--- config.mk ---
export PLATFORM = sky130hd
export DESIGN_NAME = pwr_seq_top
export DESIGN_NICKNAME = d
export VERILOG_FILES = /design/src/rtl/pwrseq_pkg.sv /design/src/rtl/pwrseq_ctrl.sv /design/src/rtl/pwrseq_path.sv /design/src/rtl/pwr_seq_top.sv
export SDC_FILE = /design/constraint.sdc
export NUM_CORES = 1
export LEC_CHECK = 0
export ABC_CLOCK_PERIOD_IN_PS = 3300
export BUFFER_PORTS_ARGS = -buffer_cell sky130_fd_sc_hd__buf_2
export CORE_MARGIN = 2
export CORE_UTILIZATION = 59
export DETAILED_ROUTE_END_ITERATION = 10
export PLACE_DENSITY = 0.88
export SYNTH_ARGS = -nofsm -noshare
export SYNTH_HDL_FRONTEND = slang
export SYNTH_SLANG_ARGS = --single-unit
export TNS_END_PERCENT = 1
--- constraint.sdc ---
create_clock -name clk -period 3.3 [get_ports clk]
set_clock_uncertainty 0.15 [all_clocks]
set_input_delay 0.165 -clock clk [delete_from_list [all_inputs] [get_ports clk]]
set_output_delay 0.165 -clock clk [all_outputs]
set_load 0.005 [all_outputs]
--- src/rtl/pwrseq_pkg.sv ---
package pwrseq_pkg;

  typedef enum logic [3:0] {
    ST_OFF,
    ST_UP_CONV,
    ST_UP_OUT,
    ST_UP_UNMUTE,
    ST_ON,
    ST_DN_OUT,
    ST_DN_CONV,
    ST_DN_REF
  } seqState_t;

  typedef struct packed {
    logic loadSettle;
    logic loadGap;
    logic setRef;
    logic clrRef;
    logic setConv;
    logic clrConv;
    logic setOut;
    logic clrOut;
    logic setMute;
    logic clrMute;
    logic finish;
  } seqStrobe_t;

endpackage

--- src/rtl/pwrseq_ctrl.sv ---
module pwrseq_ctrl
  import pwrseq_pkg::*;
(
  input  logic       clk,
  input  logic       rstN,
  input  logic       upReq,
  input  logic       downReq,
  input  logic       quickSel,
  input  logic       timerDone,
  output seqStrobe_t stb,
  output logic       busy
);

  seqState_t state, stateNext;

  always_ff @(posedge clk or negedge rstN) begin
    if (!rstN) state <= ST_OFF;
    else       state <= stateNext;
  end

  always_comb begin
    stb       = '0;
    stateNext = state;
    unique case (state)
      ST_OFF: if (upReq) begin
        stb.setRef     = 1'b1;
        stb.loadSettle = 1'b1;
        stateNext      = ST_UP_CONV;
      end
      ST_UP_CONV: if (timerDone) begin
        stb.setConv = 1'b1;
        stb.loadGap = 1'b1;
        stateNext   = ST_UP_OUT;
      end
      ST_UP_OUT: if (timerDone) begin
        stb.setOut  = 1'b1;
        stb.loadGap = 1'b1;
        stateNext   = ST_UP_UNMUTE;
      end
      ST_UP_UNMUTE: if (timerDone) begin
        stb.clrMute = 1'b1;
        stb.finish  = 1'b1;
        stateNext   = ST_ON;
      end
      ST_ON: if (downReq) begin
        stb.setMute = 1'b1;
        stb.loadGap = 1'b1;
        stateNext   = quickSel ? ST_DN_REF : ST_DN_OUT;
      end
      ST_DN_OUT: if (timerDone) begin
        stb.clrOut  = 1'b1;
        stb.loadGap = 1'b1;
        stateNext   = ST_DN_CONV;
      end
      ST_DN_CONV: if (timerDone) begin
        stb.clrConv = 1'b1;
        stb.loadGap = 1'b1;
        stateNext   = ST_DN_REF;
      end
      ST_DN_REF: if (timerDone) begin
        stb.clrRef = 1'b1;
        stb.finish = 1'b1;
        stateNext  = ST_OFF;
      end
      default: stateNext = ST_OFF;
    endcase
  end

  assign busy = (state != ST_OFF) && (state != ST_ON);


  one_step_chk: assert property (@(posedge clk) disable iff (!rstN)
    $onehot0({stb.setRef, stb.clrRef, stb.setConv, stb.clrConv,
              stb.setOut, stb.clrOut, stb.setMute, stb.clrMute}));


  idle_quiet_chk: assert property (@(posedge clk) disable iff (!rstN)
    (state == ST_OFF && !upReq) |=> (state == ST_OFF));

endmodule

--- src/rtl/pwrseq_path.sv ---
module pwrseq_path
  import pwrseq_pkg::*;
#(
  parameter int CNT_W      = 16,
  parameter int GAP_CYCLES = 1
) (
  input  logic             clk,
  input  logic             rstN,
  input  seqStrobe_t       stb,
  input  logic [CNT_W-1:0] settleCount,
  output logic             timerDone,
  output logic             refEn,
  output logic             convEn,
  output logic             outEn,
  output logic             dacMute,
  output logic             done
);

  localparam logic [CNT_W-1:0] GapLoad = CNT_W'(GAP_CYCLES);

  logic [CNT_W-1:0] waitCnt;

  always_ff @(posedge clk or negedge rstN) begin
    if (!rstN)              waitCnt <= '0;
    else if (stb.loadSettle) waitCnt <= settleCount;
    else if (stb.loadGap)    waitCnt <= GapLoad;
    else if (waitCnt != '0)  waitCnt <= waitCnt - 1'b1;
  end

  assign timerDone = (waitCnt == '0);

  always_ff @(posedge clk or negedge rstN) begin
    if (!rstN) begin
      refEn   <= 1'b0;
      convEn  <= 1'b0;
      outEn   <= 1'b0;
      dacMute <= 1'b1;
      done    <= 1'b0;
    end else begin
      if (stb.setRef)       refEn   <= 1'b1;
      else if (stb.clrRef)  refEn   <= 1'b0;
      if (stb.setConv)      convEn  <= 1'b1;
      else if (stb.clrConv) convEn  <= 1'b0;
      if (stb.setOut)       outEn   <= 1'b1;
      else if (stb.clrOut)  outEn   <= 1'b0;
      if (stb.setMute)      dacMute <= 1'b1;
      else if (stb.clrMute) dacMute <= 1'b0;
      done <= stb.finish;
    end
  end


  single_change_chk: assert property (@(posedge clk) disable iff (!rstN)
    $countones({refEn, convEn, outEn, dacMute} ^
               $past({refEn, convEn, outEn, dacMute})) <= 1);


  muted_change_chk: assert property (@(posedge clk) disable iff (!rstN)
    (!$stable(refEn) || !$stable(convEn) || !$stable(outEn)) |-> dacMute);


  conv_needs_ref_chk: assert property (@(posedge clk) disable iff (!rstN)
    $rose(convEn) |-> refEn);


  unmute_ready_chk: assert property (@(posedge clk) disable iff (!rstN)
    $fell(dacMute) |-> (refEn && convEn && outEn));


  done_pulse_chk: assert property (@(posedge clk) disable iff (!rstN)
    done |=> !done);

endmodule

--- src/rtl/pwr_seq_top.sv ---
module pwr_seq_top #(
  parameter int CNT_W      = 16,
  parameter int GAP_CYCLES = 1
) (
  input  logic             clk,
  input  logic             rstN,
  input  logic             upReq,
  input  logic             downReq,
  input  logic             quickSel,
  input  logic [CNT_W-1:0] settleCount,
  output logic             refEn,
  output logic             convEn,
  output logic             outEn,
  output logic             dacMute,
  output logic             busy,
  output logic             done
);

  pwrseq_pkg::seqStrobe_t stb;
  logic timerDone;

  pwrseq_ctrl uCtrl (
    .clk       (clk),
    .rstN      (rstN),
    .upReq     (upReq),
    .downReq   (downReq),
    .quickSel  (quickSel),
    .timerDone (timerDone),
    .stb       (stb),
    .busy      (busy)
  );

  pwrseq_path #(
    .CNT_W      (CNT_W),
    .GAP_CYCLES (GAP_CYCLES)
  ) uPath (
    .clk         (clk),
    .rstN        (rstN),
    .stb         (stb),
    .settleCount (settleCount),
    .timerDone   (timerDone),
    .refEn       (refEn),
    .convEn      (convEn),
    .outEn       (outEn),
    .dacMute     (dacMute),
    .done        (done)
  );


  busy_done_chk: assert property (@(posedge clk) disable iff (!rstN)
    done |-> !busy);

endmodule

==> results of run 1 <==
[worst min-delay path by stage]
stage | from | endpoint | slack, ps | depth (start not counted)
3_5_place_dp | rstN | uCtrl.state[0] | 30 | 1
5_1_grt | settleCount[14] | uPath.waitCnt[14] | 10 | 3
6_report | settleCount[14] | uPath.waitCnt[14] | 5 | 3
3_3_place_gp | rstN | uPath.done | 30 | 1
4_1_cts | settleCount[14] | uPath.waitCnt[14] | 8 | 3
2_1_floorplan | rstN | uCtrl.state[0] | -280 | 0
[layout by cell type, fill, tap and decap left out, types with 2 or more instances in the layout]
| cell | n |
|---|---|
| a21oi_1 | 6 |
| a22oi_1 | 3 |
| buf_2 | 26 |
| clkbuf_4 | 3 |
| dfrtp_1 | 23 |
| dlygate4sd3_1 | 16 |
| ha_1 | 7 |
| inv_1 | 9 |
| mux2i_1 | 2 |
| nand2_1 | 18 |
| nand2b_1 | 3 |
| nand3_1 | 4 |
| nand4_1 | 5 |
| nand4b_1 | 2 |
| nor2_1 | 8 |
| nor3_1 | 3 |
| nor4_1 | 2 |
| nor4_4 | 2 |
| o21ai_0 | 12 |
| o21ai_1 | 3 |
| o2bb2ai_1 | 2 |
| xnor2_1 | 2 |
| xor2_1 | 9 |
[layer usage]
| metal | track usage | share of wire |
|---|---|---|
| met1 | 0.3321 | 0.44 |
| met4 | 0.07692 | 0.0071 |
| met2 | 0.4858 | 0.53 |
| met3 | 0.01667 | 0.026 |
| met5 | 0 | 0 |
[synthesized netlist by cell type, drive strengths merged]
| cell type | count |
|---|---|
| a22o | 1 |
| dfrtp | 23 |
| o211ai | 1 |
| nand3b | 1 |
| nor4 | 4 |
| nand3 | 4 |
| nand4 | 5 |
| nor2 | 8 |
| dfstp | 1 |
| and3 | 1 |
| a21oi | 6 |
| mux2 | 1 |
| xor2 | 9 |
| o22a | 1 |
| o31a | 1 |
| a21boi | 2 |
| o2bb2ai | 2 |
| nand2b | 3 |
| a311oi | 2 |
| inv | 9 |
| and3b | 1 |
| xnor2 | 2 |
| o31ai | 1 |
| nand2 | 18 |
| nor4b | 1 |
| and4 | 2 |
| and2 | 1 |
| nor3 | 3 |
| ha | 7 |
| o21ai | 16 |
| o2111ai | 1 |
| a22oi | 3 |
| a41o | 1 |
| clkbuf | 1 |
| nand4b | 2 |
| buf | 4 |
| mux2i | 2 |
| nor3b | 1 |
[stage by stage]
step	hold WS, ps	worst slack [ps]	power, mW
6_report	5.257	995.7	1.358
3_5_place_dp	26.73	994.0	1.188
3_3_place_gp	25.90	1097	1.150
5_1_grt	14.78	722.7	1.491
4_1_cts	7.652	981.8	1.358
2_1_floorplan	-280.6	1497	1.032
[area by class of cell]
cell class / instances / area share
multi-input combinational: 114 / 0.4424
sequential: 24 / 0.3357
timing repair buffer: 42 / 0.1619
tap: 30 / 0.02094
clock buffer: 4 / 0.02024
inverter: 9 / 0.01884
[power by group through the flow]
stage / logic [mW] / registers, mW / clock network (mW)
floorplan: 0.501 / 0.532 / 0
global placement: 0.599 / 0.550 / 0
detailed placement: 0.628 / 0.560 / 0
CTS: 0.646 / 0.555 / 0.158
global route: 0.740 / 0.574 / 0.177
finish: 0.644 / 0.557 / 0.156
[critical path, stage by stage, from the launching register on]
cell and delay, ps:
dfrtp_1 450, inv_1 130, ha_1 160, nor4b_1 410
nand4_1 310, nand2_1 410, o21ai_0 160
[state kept, by name, indices dropped and copies added (netlist names)]
register and flops:
uCtrl.state 3, uPath.waitCnt 16, uPath.dacMute 1, uPath.done 1, uPath.refEn 1, uPath.convEn 1
uPath.outEn 1
[kinds of logic after synthesis]
logic type      Yosys count  synth area share
mux                       3           0.02135
fa+ha+maj                 7           0.05978
xor+xnor                 11           0.06576
buf+inv                  14           0.04782
simple gates             55            0.2212
compound gates           38            0.1734
flops                    24            0.4108
==> results.toml, run 1 <==
[clock_tree]
cts.repair.resized = 0
cts_tree = "done"
holdBufCountCts = 16
cts_made_buffers = 3
cts_max_path_buffers = 2
clk_pin_slew_ps = 130
clock_sinks = 24
root_buffer = "clkbuf_4"
clock_latency_ps = 320
post_cts_buffers = 0
h-tree-depth = 1

[setup_path]
critPathLaunchType = "flip-flop"
r2r-end = "uPath.waitCnt[13]"
startpoint = "uPath.waitCnt[0]"
worst-r2r-setup-slack_ps = 1000
worstSetupEndpointType = "flip-flop"
endpoint = "uPath.waitCnt[13]"
path_class = "flip-flop to flip-flop"
reg2reg_from = "uPath.waitCnt[0]"
crit_required_ps = 3340
rr_worst_depth = 6
crit_fanout = 13
cp.arrival_ps = 2340

[yosys]
syn-mean-instance-area_um2 = 9.639
synth_area_leaders = "dfrtp_1 39%, ha_1 6.0%, xor2_1 5.4%"
ys_types = 45
syn_inst = 152
synth_nets = 180
yosysWarnings = 0
syn_area_mm2 = 0.001465
synth_top_area_frac = 0.3928
synth_largest_area_cell = "dfrtp_1"
synth.ff_latch_count = 24
synth-seq-area-share = 0.4108

[timing]
tns_ps = 0
hold_viol_final = 0
rsz0062_at_grt = "no"
period_minus_slack_ps = 2304
fmax_ghz = 0.4340
max_slew.worst_pin.slew_ps = 668.2
maxSlewViolCount = 0
post-route-period-util = 0.6983
setup_viol = 0
slew_headroom = 0.5545

[power]
power_density_mw_per_mm2 = 757.3
switchingPower_mw = 0.5920
pwr-share-clk = 0.115
pwr-share-comb = 0.475
p_seq_frac = 0.410
swShare = 0.4360
leakage_nw = 0.7795
peakVddDrop_mv = 0.5911
internal_power_mw = 0.7658

[worst_hold_path]
holdCritPathClass = "primary input to flip-flop"

[floorplanning]
initial_core_util = 0.6080
ios = 27
rows = 18
die_w_um = 53.83
fp.coreArea_mm2 = 0.002410
die_h_um = 53.83
fp.dieArea_mm2 = 0.002898

[global_routing]
grt_pass1_vias = 1263
grt_first_pass_wirelength_mm = 5.520
grt_overflow = 0
grt_max_degree = 25
antenna_found_initial = 0
gr-usage-all-layers = 0.2651

[routing]
drt-wirelength-per-cell_um = 14.53
drt-pass1-iter-count = 5
via_per_inst = 5.632
dr.first_iter.drc_count = 22
drc = 0
route.vias.total = 1256
totalWireLength_mm = 3.240
route.antenna.remaining_nets = 0

[final_layout]
stdcell_count = 223
nets = 222
ff_latch_area_um2 = 601.8
multiInputGateArea_um2 = 793.3
synthToLayoutAreaGrowth_pct = 22.37
num_antenna_cells = 0
post-route-util = 0.7440
design_area_mm2 = 0.001793
drive_gt1_frac = 0.2021
n_fill_cell = 174

[placed_design]
gp_congestion = 0.8610
portBuffers = 26
place_area_mm2 = 0.001597
place_inst = 203
dpl.hpwl_mm = 2.202

[job]
maxCapViolCount = 0

[run_status]
status = "finished, final reports clean"
Note: power is estimated with default switching activity, not from simulation.
==> run 2, diff against run 1 <==
--- a/config.mk
+++ b/config.mk
@@ -5,12 +5,13 @@
 export SDC_FILE = /design/constraint.sdc
 export NUM_CORES = 1
 export LEC_CHECK = 0
-export ABC_CLOCK_PERIOD_IN_PS = 3300
+export ABC_CLOCK_PERIOD_IN_PS = 2200
 export BUFFER_PORTS_ARGS = -buffer_cell sky130_fd_sc_hd__buf_2
+export CORE_ASPECT_RATIO = 0.5
 export CORE_MARGIN = 2
-export CORE_UTILIZATION = 59
+export CORE_UTILIZATION = 55
 export DETAILED_ROUTE_END_ITERATION = 10
-export PLACE_DENSITY = 0.88
+export PLACE_DENSITY = 0.83
 export SYNTH_ARGS = -nofsm -noshare
 export SYNTH_HDL_FRONTEND = slang
 export SYNTH_SLANG_ARGS = --single-unit
==> constraint.sdc (replaced) <==
create_clock -name clk -period 2.2 [get_ports clk]
set_clock_uncertainty 0.15 [all_clocks]
set_input_delay 0.11 -clock clk [delete_from_list [all_inputs] [get_ports clk]]
set_output_delay 0.11 -clock clk [all_outputs]
set_load 0.005 [all_outputs]
==> results.toml, run 2 (synthesis results as in run 1) <==
[setup_path]
rr_worst_depth = 6
crit_required_ps = 2180
critPathLaunchType = "flip-flop"
path_class = "flip-flop to flip-flop"
cpPeakStageDelay_ps = 440
worstSetupEndpointType = "flip-flop"
startpoint = "uPath.waitCnt[0]"
crit_slowest_cell = "dfrtp_1"
worstPathCellList = "inv_1, ha_1, nor4b_2, nand4_1, nand2_1, o21ai_0"
cp.arrival_ps = 1990
r2r-end = "uPath.waitCnt[7]"
worst-r2r-setup-slack_ps = 190
crit_fanout = 13
reg2reg_from = "uPath.waitCnt[0]"

[floorplanning]
die_h_um = 40.50
rows = 13
fp.coreArea_mm2 = 0.002570
die_w_um = 76.99
fp.dieArea_mm2 = 0.003118
ios = 27
initial_core_util = 0.5701

[routing]
via_per_inst = 5.473
totalWireLength_mm = 3.343
route.antenna.remaining_nets = 0
drt-wirelength-per-cell_um = 14.11
drt-pass1-iter-count = 4
dr.first_iter.drc_count = 51
route.vias.total = 1297
drc = 0

[power]
power_density_mw_per_mm2 = 1152
peakVddDrop_mv = 0.6381
p_total_mw = 2.157
leakage_nw = 0.8169

[placed_design]
place_inst = 216
pre_cts_ws_ps = 102.5
portBuffers = 26
dpl.hpwl_mm = 2.281
gp_congestion = 0.8647

[clock_tree]
cts_tree = "done"
h-tree-depth = 1
root_buffer = "clkbuf_8"
cts_made_buffers = 3
clk_pin_slew_ps = 90
post_cts_buffers = 0
clock_latency_ps = 270
clock_sinks = 24
cts_max_path_buffers = 2

[worst_hold_path]
holdCritPathClass = "primary input to flip-flop"
holdCritStartpoint = "settleCount[0]"
hold_depth = 3
hold_end = "uPath.waitCnt[0]"

[timing]
setup_viol = 0
max_slew.worst_pin.slew_ps = 631.4
hold_viol_final = 0
maxSlewViolCount = 0
fin_ws_ps = 187.2
fmax_ghz = 0.4968
tns_ps = 0
timing.hold.ws_ps = 17.02
period_minus_slack_ps = 2013
slew_headroom = 0.5775
rsz0062_at_grt = "no"
post-route-period-util = 0.9149

[final_layout]
stdcell_count = 237
synthToLayoutAreaGrowth_pct = 27.75
nets = 229
top_regs = "uPath.waitCnt: 16 flops, uCtrl.state: 3 flops"
num_antenna_cells = 0
final_cell_mix = "26 x buf_2, 23 x dfrtp_1, 18 x nand2_1"
largest_reg_flops = 16
largest_register = "uPath.waitCnt"
drive_gt1_frac = 0.2250
layout.cells.most_common = "buf_2"

[global_routing]
grt_pass1_vias = 1211
gr-usage-all-layers = 0.2247
antenna_found_initial = 0
grt_overflow = 0
grt_max_degree = 25
grt_first_pass_wirelength_mm = 5.264

[job]
maxCapViolCount = 0

[run_status]
status = "finished, final reports clean"
[run 2: cell types whose count changed in the layout (fill, tap and decap cells not counted), sizes merged]
cell | previous run | this run
buf | 26 | 32
dlygate4sd3 | 16 | 17
[run 2: where the power goes]
| group | switching (mW) | internal [mW] |
|---|---|---|
| Sequential | 0.229 | 0.614 |
| Clock | 0.147 | 0.130 |
| Combinational | 0.555 | 0.482 |
[run 2: worst max path at each step]
stage,to,slack (ps),cells past startpoint
2_1_floorplan,uPath.refEn,400,7
3_3_place_gp,uPath.refEn,240,6
3_5_place_dp,uPath.outEn,100,6
4_1_cts,uPath.waitCnt[11],70,6
5_1_grt,uPath.waitCnt[7],50,6
6_report,uPath.waitCnt[7],190,6
[run 2: per-layer routing]
layer,vias up,GRT usage,wire length (µm),share of wire
li1,643,-,-,-
met1,609,0.2753,1623,0.49
met2,38,0.4189,1537,0.46
met3,7,0.04505,137,0.041
met4,0,0.08036,44,0.013
met5,-,0,0,0
[run 2: what timing repair did]
item / CTS / global route
endpoints found under the hold margin: 39 / 0
resized for setup: 0 / 1
hold buffers: 17 / 0
setup endpoints to repair: 0 / 22
[run 2: final cells by class]
| class | count | area, µm² |
|---|---|---|
| multi-input cells | 114 | 799.5 |
| fillers | 192 | 698.2 |
| flip-flops and latches | 24 | 601.8 |
| repair buffers | 49 | 345.3 |
| well taps | 37 | 46.29 |
| clock buffers | 4 | 45.04 |
| inverters | 9 | 33.78 |
[run 2: worst max-delay path, delay by kind of cell (launching register included)]
kind | cells | cell delay, ps
AO/OA/AOI/OAI | 1 | 170
flip-flops | 1 | 440
AND/OR/NAND/NOR | 3 | 800
adder cells (fa/ha/maj) | 1 | 160
buffers and inverters | 1 | 140
[run 2: stage by stage]
step	util	instance area (µm²)
after floorplan	-	1465
after global placement	0.6422	1650
after detailed placement	0.6422	1650
after CTS	0.7259	1866
after global routing	0.7283	1872
final	0.7283	1872
